`src/rtl/addimm_pkg.sv`:
```
package addimm_pkg;
  localparam int OPC_W = 6;
  // opcode bits, counted from the word's top
  localparam logic [2:0] ADD_HEAD = 3'b001;
  localparam logic       ADD_TAIL = 1'b0;
  localparam logic [OPC_W-1:0] PFX_OPC = 6'b101100;

  typedef enum logic [1:0] {
    KIND_NONE = 2'd0,
    KIND_ADD  = 2'd1,
    KIND_PFX  = 2'd2
  } ins_kind_e;
endpackage

```
`src/rtl/addimm_decode.sv`:
```
module addimm_decode
  import addimm_pkg::*;
#(
  parameter int DATA_W = 32,
  parameter int IMM_W  = 16,
  parameter int IDX_W  = 5
) (
  input  logic [DATA_W-1:0] word,
  output ins_kind_e         kind,
  output logic              keep_c,
  output logic              use_c,
  output logic [IDX_W-1:0]  rd,
  output logic [IDX_W-1:0]  rs,
  output logic [IMM_W-1:0]  imm
);
  localparam int OPC_LSB = DATA_W - OPC_W;
  localparam int RD_LSB  = OPC_LSB - IDX_W;
  localparam int RS_LSB  = RD_LSB - IDX_W;

  logic [OPC_W-1:0] opc;

  always_comb begin
    opc    = word[DATA_W-1:OPC_LSB];
    rd     = word[RD_LSB +: IDX_W];
    rs     = word[RS_LSB +: IDX_W];
    imm    = word[IMM_W-1:0];
    keep_c = opc[2];
    use_c  = opc[1];
    if (opc[5:3] == ADD_HEAD && opc[0] == ADD_TAIL)
      kind = KIND_ADD;
    else if (opc == PFX_OPC)
      kind = KIND_PFX;
    else
      kind = KIND_NONE;
  end
endmodule

```
`src/rtl/addimm_prefix.sv`:
```
module addimm_prefix #(
  parameter int UPR_W = 16
) (
  input  logic             clk,
  input  logic             rst,
  input  logic             advance,
  input  logic             load,
  input  logic [UPR_W-1:0] upper_in,
  output logic             pend,
  output logic [UPR_W-1:0] upper
);
  always_ff @(posedge clk) begin
    if (rst) begin
      pend  <= 1'b0;
      upper <= '0;
    end else if (advance) begin
      pend <= load;
      if (load) upper <= upper_in;
    end
  end
endmodule

```
`src/rtl/addimm_adder.sv`:
```
module addimm_adder #(
  parameter int DATA_W = 32
) (
  input  logic [DATA_W-1:0] a,
  input  logic [DATA_W-1:0] b,
  input  logic              cin,
  output logic [DATA_W-1:0] sum,
  output logic              cout
);
  assign {cout, sum} = {1'b0, a} + {1'b0, b} + {{DATA_W{1'b0}}, cin};
endmodule

```
`src/rtl/addimm_exec.sv`:
```
module addimm_exec
  import addimm_pkg::*;
#(
  parameter int DATA_W = 32,
  parameter int IMM_W  = 16,
  parameter int IDX_W  = 5
) (
  input  logic              clk,
  input  logic              rst,
  input  logic              ins_valid,
  input  logic [DATA_W-1:0] ins_word,
  input  logic [DATA_W-1:0] src_val,
  input  logic              carry_in,
  output logic [IDX_W-1:0]  src_idx,
  output logic              wr_en,
  output logic [IDX_W-1:0]  wr_idx,
  output logic [DATA_W-1:0] wr_data,
  output logic              carry_next
);
  localparam int UPR_W = DATA_W - IMM_W;

  ins_kind_e         kind;
  logic              keep_c, use_c;
  logic [IDX_W-1:0]  rd;
  logic [IMM_W-1:0]  imm;
  logic              pend;
  logic [UPR_W-1:0]  upper;
  logic [DATA_W-1:0] operand, sum;
  logic              cout;

  addimm_decode #(.DATA_W(DATA_W), .IMM_W(IMM_W), .IDX_W(IDX_W)) u_dec (
    .word(ins_word), .kind(kind), .keep_c(keep_c), .use_c(use_c),
    .rd(rd), .rs(src_idx), .imm(imm)
  );

  addimm_prefix #(.UPR_W(UPR_W)) u_pfx (
    .clk(clk), .rst(rst), .advance(ins_valid),
    .load(kind == KIND_PFX), .upper_in(imm[UPR_W-1:0]),
    .pend(pend), .upper(upper)
  );

  // pending prefix replaces the sign-extension bits
  always_comb begin
    if (pend) operand = {upper, imm};
    else      operand = {{UPR_W{imm[IMM_W-1]}}, imm};
  end

  addimm_adder #(.DATA_W(DATA_W)) u_add (
    .a(src_val), .b(operand), .cin(use_c & carry_in),
    .sum(sum), .cout(cout)
  );

  always_ff @(posedge clk) begin
    if (rst) begin
      wr_en      <= 1'b0;
      wr_idx     <= '0;
      wr_data    <= '0;
      carry_next <= 1'b0;
    end else begin
      wr_en <= 1'b0;
      if (ins_valid) begin
        carry_next <= carry_in;
        if (kind == KIND_ADD) begin
          wr_en   <= 1'b1;
          wr_idx  <= rd;
          wr_data <= sum;
          if (!keep_c) carry_next <= cout;
        end
      end
    end
  end
endmodule

```
`config.mk`:
```
export PLATFORM = sky130hd
export DESIGN_NAME = addimm_exec
export DESIGN_NICKNAME = d
export VERILOG_FILES = /design/src/rtl/addimm_pkg.sv /design/src/rtl/addimm_decode.sv /design/src/rtl/addimm_prefix.sv /design/src/rtl/addimm_adder.sv /design/src/rtl/addimm_exec.sv
export SDC_FILE = /design/constraint.sdc
export NUM_CORES = 1
export LEC_CHECK = 0
export BUFFER_PORTS_ARGS = -buffer_cell sky130_fd_sc_hd__buf_4
export CORE_ASPECT_RATIO = 1.25
export CORE_MARGIN = 2
export CORE_UTILIZATION = 45
export CTS_CLUSTER_SIZE = 10
export DETAILED_ROUTE_END_ITERATION = 6
export GPL_TIMING_DRIVEN = 1
export PLACE_DENSITY = 0.77
export SLEW_MARGIN = 20
export SYNTH_ARGS = -nofsm -noshare
export SYNTH_HDL_FRONTEND = slang
export SYNTH_SLANG_ARGS = --single-unit
```
`constraint.sdc`:
```
create_clock -name clk -period 3.4 [get_ports clk]
set_input_delay 0.68 -clock clk [delete_from_list [all_inputs] [get_ports clk]]
set_output_delay 0.68 -clock clk [all_outputs]
set_load 0.05 [all_outputs]
```
# Word level (Yosys, flattened, before mapping)
# Index checks and enable logic that the tools add are counted.
[word_totals] regBits=56 input_bits=68 out_inout_bits=44 word_cells=25
[op_classes] n_addsub=2 eq_ne=4 mux=6 bitwise=3 n_reduce_logical=4
[ops] cell="32-bit by 32-bit adder with 33-bit output" count=1
[ops] cell="33-bit by 1-bit adder with 33-bit output" count=1
[ops] cell="32-bit two-way mux" count=1
[ops] cell="6-bit == test, second input constant" count=1
[ops] cell="2-bit two-way mux" count=2
[ops] cell="2-bit AND reduction" count=2
[ops] cell="3-bit by 1-bit == test with 1-bit output, second input constant" count=1
[ops] cell="1-bit two-way mux" count=3
[ops] cell="2-bit by 1-bit == test with 1-bit output, second input constant" count=1
[ops] cell="2-bit == test, second input constant" count=1
[ops] cell="1-bit NOT" count=2
[ops] cell="2-bit OR reduction" count=1
[ops] cell="1-bit AND" count=1
[ops] cell="1-bit logical AND" count=1

# Depth between registers and ports, before layout
[depth] ltp_word=5 depth_mapped=14 ltp_nobuf=10

# By module
# Synthesis repeated with hierarchy kept, for this count alone.
[hier_totals] cells_unflattened=562 area_unflattened_um2=4301.6
[by_module_without_submodules] mod="addimm_adder" n_inst=1 cells_each=245 area_each_um2=1739.2 seq_area_each_um2=0.0
[by_module_without_submodules] mod="addimm_exec" n_inst=1 cells_each=208 area_each_um2=1536.5 seq_area_each_um2=780.7
[by_module_without_submodules] mod="addimm_prefix" n_inst=1 cells_each=77 area_each_um2=789.5 seq_area_each_um2=340.3
[by_module_without_submodules] mod="addimm_decode" n_inst=1 cells_each=32 area_each_um2=236.5 seq_area_each_um2=0.0

# Least setup slack after synthesis
# OpenSTA, ideal clock, no wires.
[synth_timing] path_type="input to register" start="in ins_word[15]" end="reg wr_data[31]" setup_ps=129 t_arrival_ps=2915 t_required_ps=3271 setup_slack_ps=356 stages=13 path_buffers=3 cell_sequence="nand2b_1 > clkbuf_1 > clkbuf_1 > nand2_1 > ha_1 > buf_6 > a21oi_1 > o21bai_1 > a21o_1 > a2111oi_0 > a2bb2oi_1 > xor2_1 > o21ai_0"
[synth_between] elab_chain_cells=3
[synth_lines] element="start, declared" line_no="addimm_exec.sv:11" rtl="input logic [DATA_W-1:0] ins_word,"
[synth_lines] element="32-bit two-way mux" line_no="addimm_exec.sv:44" rtl="if (pend) operand = {upper, imm};"
[synth_lines] element="32-bit by 32-bit adder with 33-bit output" line_no="addimm_adder.sv:10" rtl="assign {cout, sum} = {1'b0, a} + {1'b0, b} + {{DATA_W{1'b0}}, cin};"
[synth_lines] element="33-bit by 1-bit adder with 33-bit output" line_no="addimm_adder.sv:10"
[synth_lines] element="end signal, assigned" line_no="addimm_exec.sv:66" rtl="wr_data <= sum;"
[synth_lines] element="end, declared" line_no="addimm_exec.sv:17" rtl="output logic [DATA_W-1:0] wr_data,"
# No other way between the ends.
# A chain may end at the register's enable or synchronous reset.

# Final worst setup path
[layout_timing] start="in ins_word[27]" end="reg wr_data[28]"
[layout_between] elab_chain_cells=5 elab_cells_between_ends=7 cone_classes="add/sub (1); eq/ne (2); mux (2); bitwise (1); reduce/logical (1)"
[layout_lines] element="branches (longest 5 deep; another with 33-bit by 1-bit adder with 33-bit output)"
# Several ways; the timed one is not identified.

==> summary.txt <==
Die
  – Total core area: 8330 um2
  – Top Ports: 112
  – Chip width: 87.2 um
  – Die height: 108 um
  – Die Area: 9420 um2
  – Initial core utilization: 0.468
  – Row cnt: 37

Timing
  – Final min period: 3040 ps
  – Setup_tns: 0 ps
  – Fin. Hold Viols: 0
  – Slew @ Worst Pin: 802 ps
  – Final Cycle Share: 0.896
  – Setup Viol. Count Final: 0
  – Max Freq: 328 MHz
  – Max_slew headroom: 0.465
  – RSZ-0062 raised after global routing: false
  – Layout Skew: 5.14 ps
  – Crit path setup slack, layout: 355 ps
  – Slew Viols, Final: 0

Synth
  – Largest family of logic cells by synthesized area: compound AO/OA/AOI/OAI gates
  – Cell with the most instances after synthesis: nand2_1
  – Synth top cells by count: 99 x nand2_1, 56 x dfxtp_1, 53 x a21oi_1
  – Ys Warns: 0
  – Synth Area in Compound Gates: 0.244
  – Synth Register Bits: 56
  – Netlist cell types: 57
  – Net count after synthesis: 606
  – Top cells by area, synth: dfxtp_1 29%, ha_1 10%, nand2_1 9.5%
  – Post-synthesis simple-gate area fraction: 0.211
  – Seq/Total Area, Yosys: 0.288
  – Synth area leader: dfxtp_1
  – Post-synth EDFFs: 0
  – Adder-Cell Fraction of Synth Area: 0.110
  – Xor/xnor share of the synthesized area: 0.0539
  – Syn_area_per_cell: 7.72 um2
  – Synth Flop Type: dfxtp_1
  – Mux share of post-synthesis cell area: 0.0462
  – Synthesized cell area: 3900 um2
  – Yosys top cell area share: 0.288
  – Syn Inst Count: 505
  – Asr flop ratio synth: 0

Global routing
  – First-pass GRT wire length: 19.3 mm
  – Most used routing layer: met2
  – Global-route usage over all layers: 0.260
  – Vias in the first global route: 3971
  – Initial antenna violation count: 0
  – Met2 Track Usage GR: 0.468
  – Largest net degree at the start of global routing: 43
  – Met1 Track Usage GR: 0.305
  – Total gr overflow: 0
  – Met3 Resource Use GR: 0.0328

Routing
  – # DRC: 0
  – Antenna viol nets, final: 0
  – Vias: 3987
  – Initial DRC count: 180
  – Via density: 5.68
  – Routed len/inst: 17.3 um
  – Final wirelength: 12.2 mm
  – Pre-antenna DRT Iters: 5

Power
  – Max VDD drop: 0.000183 V
  – P_leak: 2.21 nW
  – Power per cell area: 332 nW/um2

Clocking
  – CTS Buf Count: 5
  – CTS tree: done
  – Clk sinks: 56
  – Hold_buf cts: 0
  – Root Driver: clkbuf_8
  – H-tree levels: 2
  – Clk slew on worst S/H paths: 120 ps
  – Clk buf depth: 2
  – Post-CTS Setup Inserts: 0
  – Clock insertion delay at the later pin of the skew report: 320 ps
  – Number of cells upsized or downsized after cts: 0

Cells and area
  – Final core utilization: 0.588
  – Diode count: 0
  – Fill cells: 810
  – Area delta synth->final: 25.9%
  – Share of cells above drive strength 1: 0.241
  – Nets: 705

Worst setup path
  – Worst-path fanout max: 3
  – Arr. time, crit path: 3240 ps
  – Critical Path RT: 3600 ps
  – Worst setup EP type: flip-flop
  – R2r worst-path depth: 11
  – CP max stage delay: 540 ps
  – Flop2flop setup slack: 580 ps
  – WS Path Type: input port to flip-flop
  – CP most frequent cell: fa_1
  – Critical Path Source Type: input port
  – Cell Chain, Critical Path: buf_4 -> and2_1 -> fa_1 -> fa_1 -> a21o_2 -> nand4_2 -> a211oi_2 -> or4_4 -> a21oi_2 -> xor2_1 -> o21ai_1
  – Slowest CP cell: or4_4

Worst hold path
  – Hold crit path type: flip-flop to flip-flop
  – Hold path depth: 2

Place
  – HPWL Detailed: 9.83 mm
  – Post-Place Setup Slack: -5.46 ps
  – RD Place Congestion: 0.963
  – Port Buffers: 101

Flow run
  – Max-capacitance violation count: 0

Outcome
  – Outcome: complete, no violations
==> flip-flops by register name (all words and copies together), names as in the netlist <==
name         count
wr_data         32
u_pfx.pend       1
u_pfx.upper     16
wr_idx           5
carry_next       1
wr_en            1
==> final timing paths <==
check | start | to
max | ins_word[27] | wr_data[28]$_SDFFE_PP0P_
min | wr_data[29]$_SDFFE_PP0P_ | wr_data[29]$_SDFFE_PP0P_
max reg2reg | u_pfx.pend$_SDFFE_PP0P_ | wr_data[31]$_SDFFE_PP0P_
min reg2reg | wr_data[29]$_SDFFE_PP0P_ | wr_data[29]$_SDFFE_PP0P_
==> critical path: cells and delay by family <==
| kind | cells | cell delay [ps] |
|---|---|---|
| adder cells (fa/ha/maj) | 2 | 830 |
| AND/OR/NAND/NOR | 3 | 820 |
| buffers and inverters | 1 | 110 |
| AO/OA/AOI/OAI | 4 | 640 |
| XOR/XNOR | 1 | 170 |
==> per-layer routing <==
layer  part of all wire  wire length [um]  vias up
li1                   -                 -     1986
met1               0.41              4930     1845
met2               0.51              6240      125
met3              0.044               530       31
met4              0.038               456        0
met5                  0                 0        -
==> layout by cell type (no fill, tap or decap), drive strengths merged, types with 4 or more instances in the layout <==
cell	synthesis	layout
a31oi	5	5
nor2	36	36
inv	10	11
a21o	11	11
ha	31	31
a21oi	55	55
nor3	6	6
a211oi	8	8
xor2	15	15
dfxtp	56	56
o21ai	33	33
nand4	8	8
buf	12	122
clkbuf	18	5
xnor2	9	9
nand3	6	6
nor4	4	4
mux2i	18	18
o21a	6	6
o21bai	8	8
and3	6	6
and2	8	8
nand2	99	99
==> report_power, final <==
group          leakage (nW)  switching (W)  internal (W)
registers             0.452     0.00000540      0.000665
clock network        0.0463       0.000256      0.000152
logic                  1.71       0.000315      0.000236
total                  2.21       0.000577       0.00105
==> kinds of logic after synthesis <==
| logic type | after synthesis |
|---|---|
| xor gates and xnor gates | 24 |
| DFF | 56 |
| buffers and inverters | 40 |
| adders and majority gates | 33 |
| muxes | 18 |
| AOI/OAI and AO/OA | 150 |
| and+or+nand+nor | 184 |
==> final cells by class <==
class                           instances  area, um2  share of cell area
Sequential cell                        56       1120               0.229
Tap cell                               97        121              0.0248
Inverter                               10       37.5             0.00766
Clock inverter                          3       27.5             0.00561
Clock buffer                            5       68.8              0.0140
Multi-Input combinational cell        409       2600               0.530
Timing Repair Buffer                  122        928               0.189
==> metrics by stage <==
| step | power [W] | hold WS, ps | instances | instance area (um2) |
|---|---|---|---|---|
| 6_report | 0.00163 | 464 | 702 | 4900 |
| 5_1_grt | 0.00170 | 489 | 702 | 4900 |
| 4_1_cts | 0.00164 | 469 | 702 | 4900 |
| 3_3_place_gp | 0.00122 | 439 | 694 | 4800 |
| 3_5_place_dp | 0.00123 | 447 | 694 | 4810 |
| 2_1_floorplan | 0.00105 | 460 | 505 | 3900 |
Note: power is estimated with default switching activity, not from simulation.
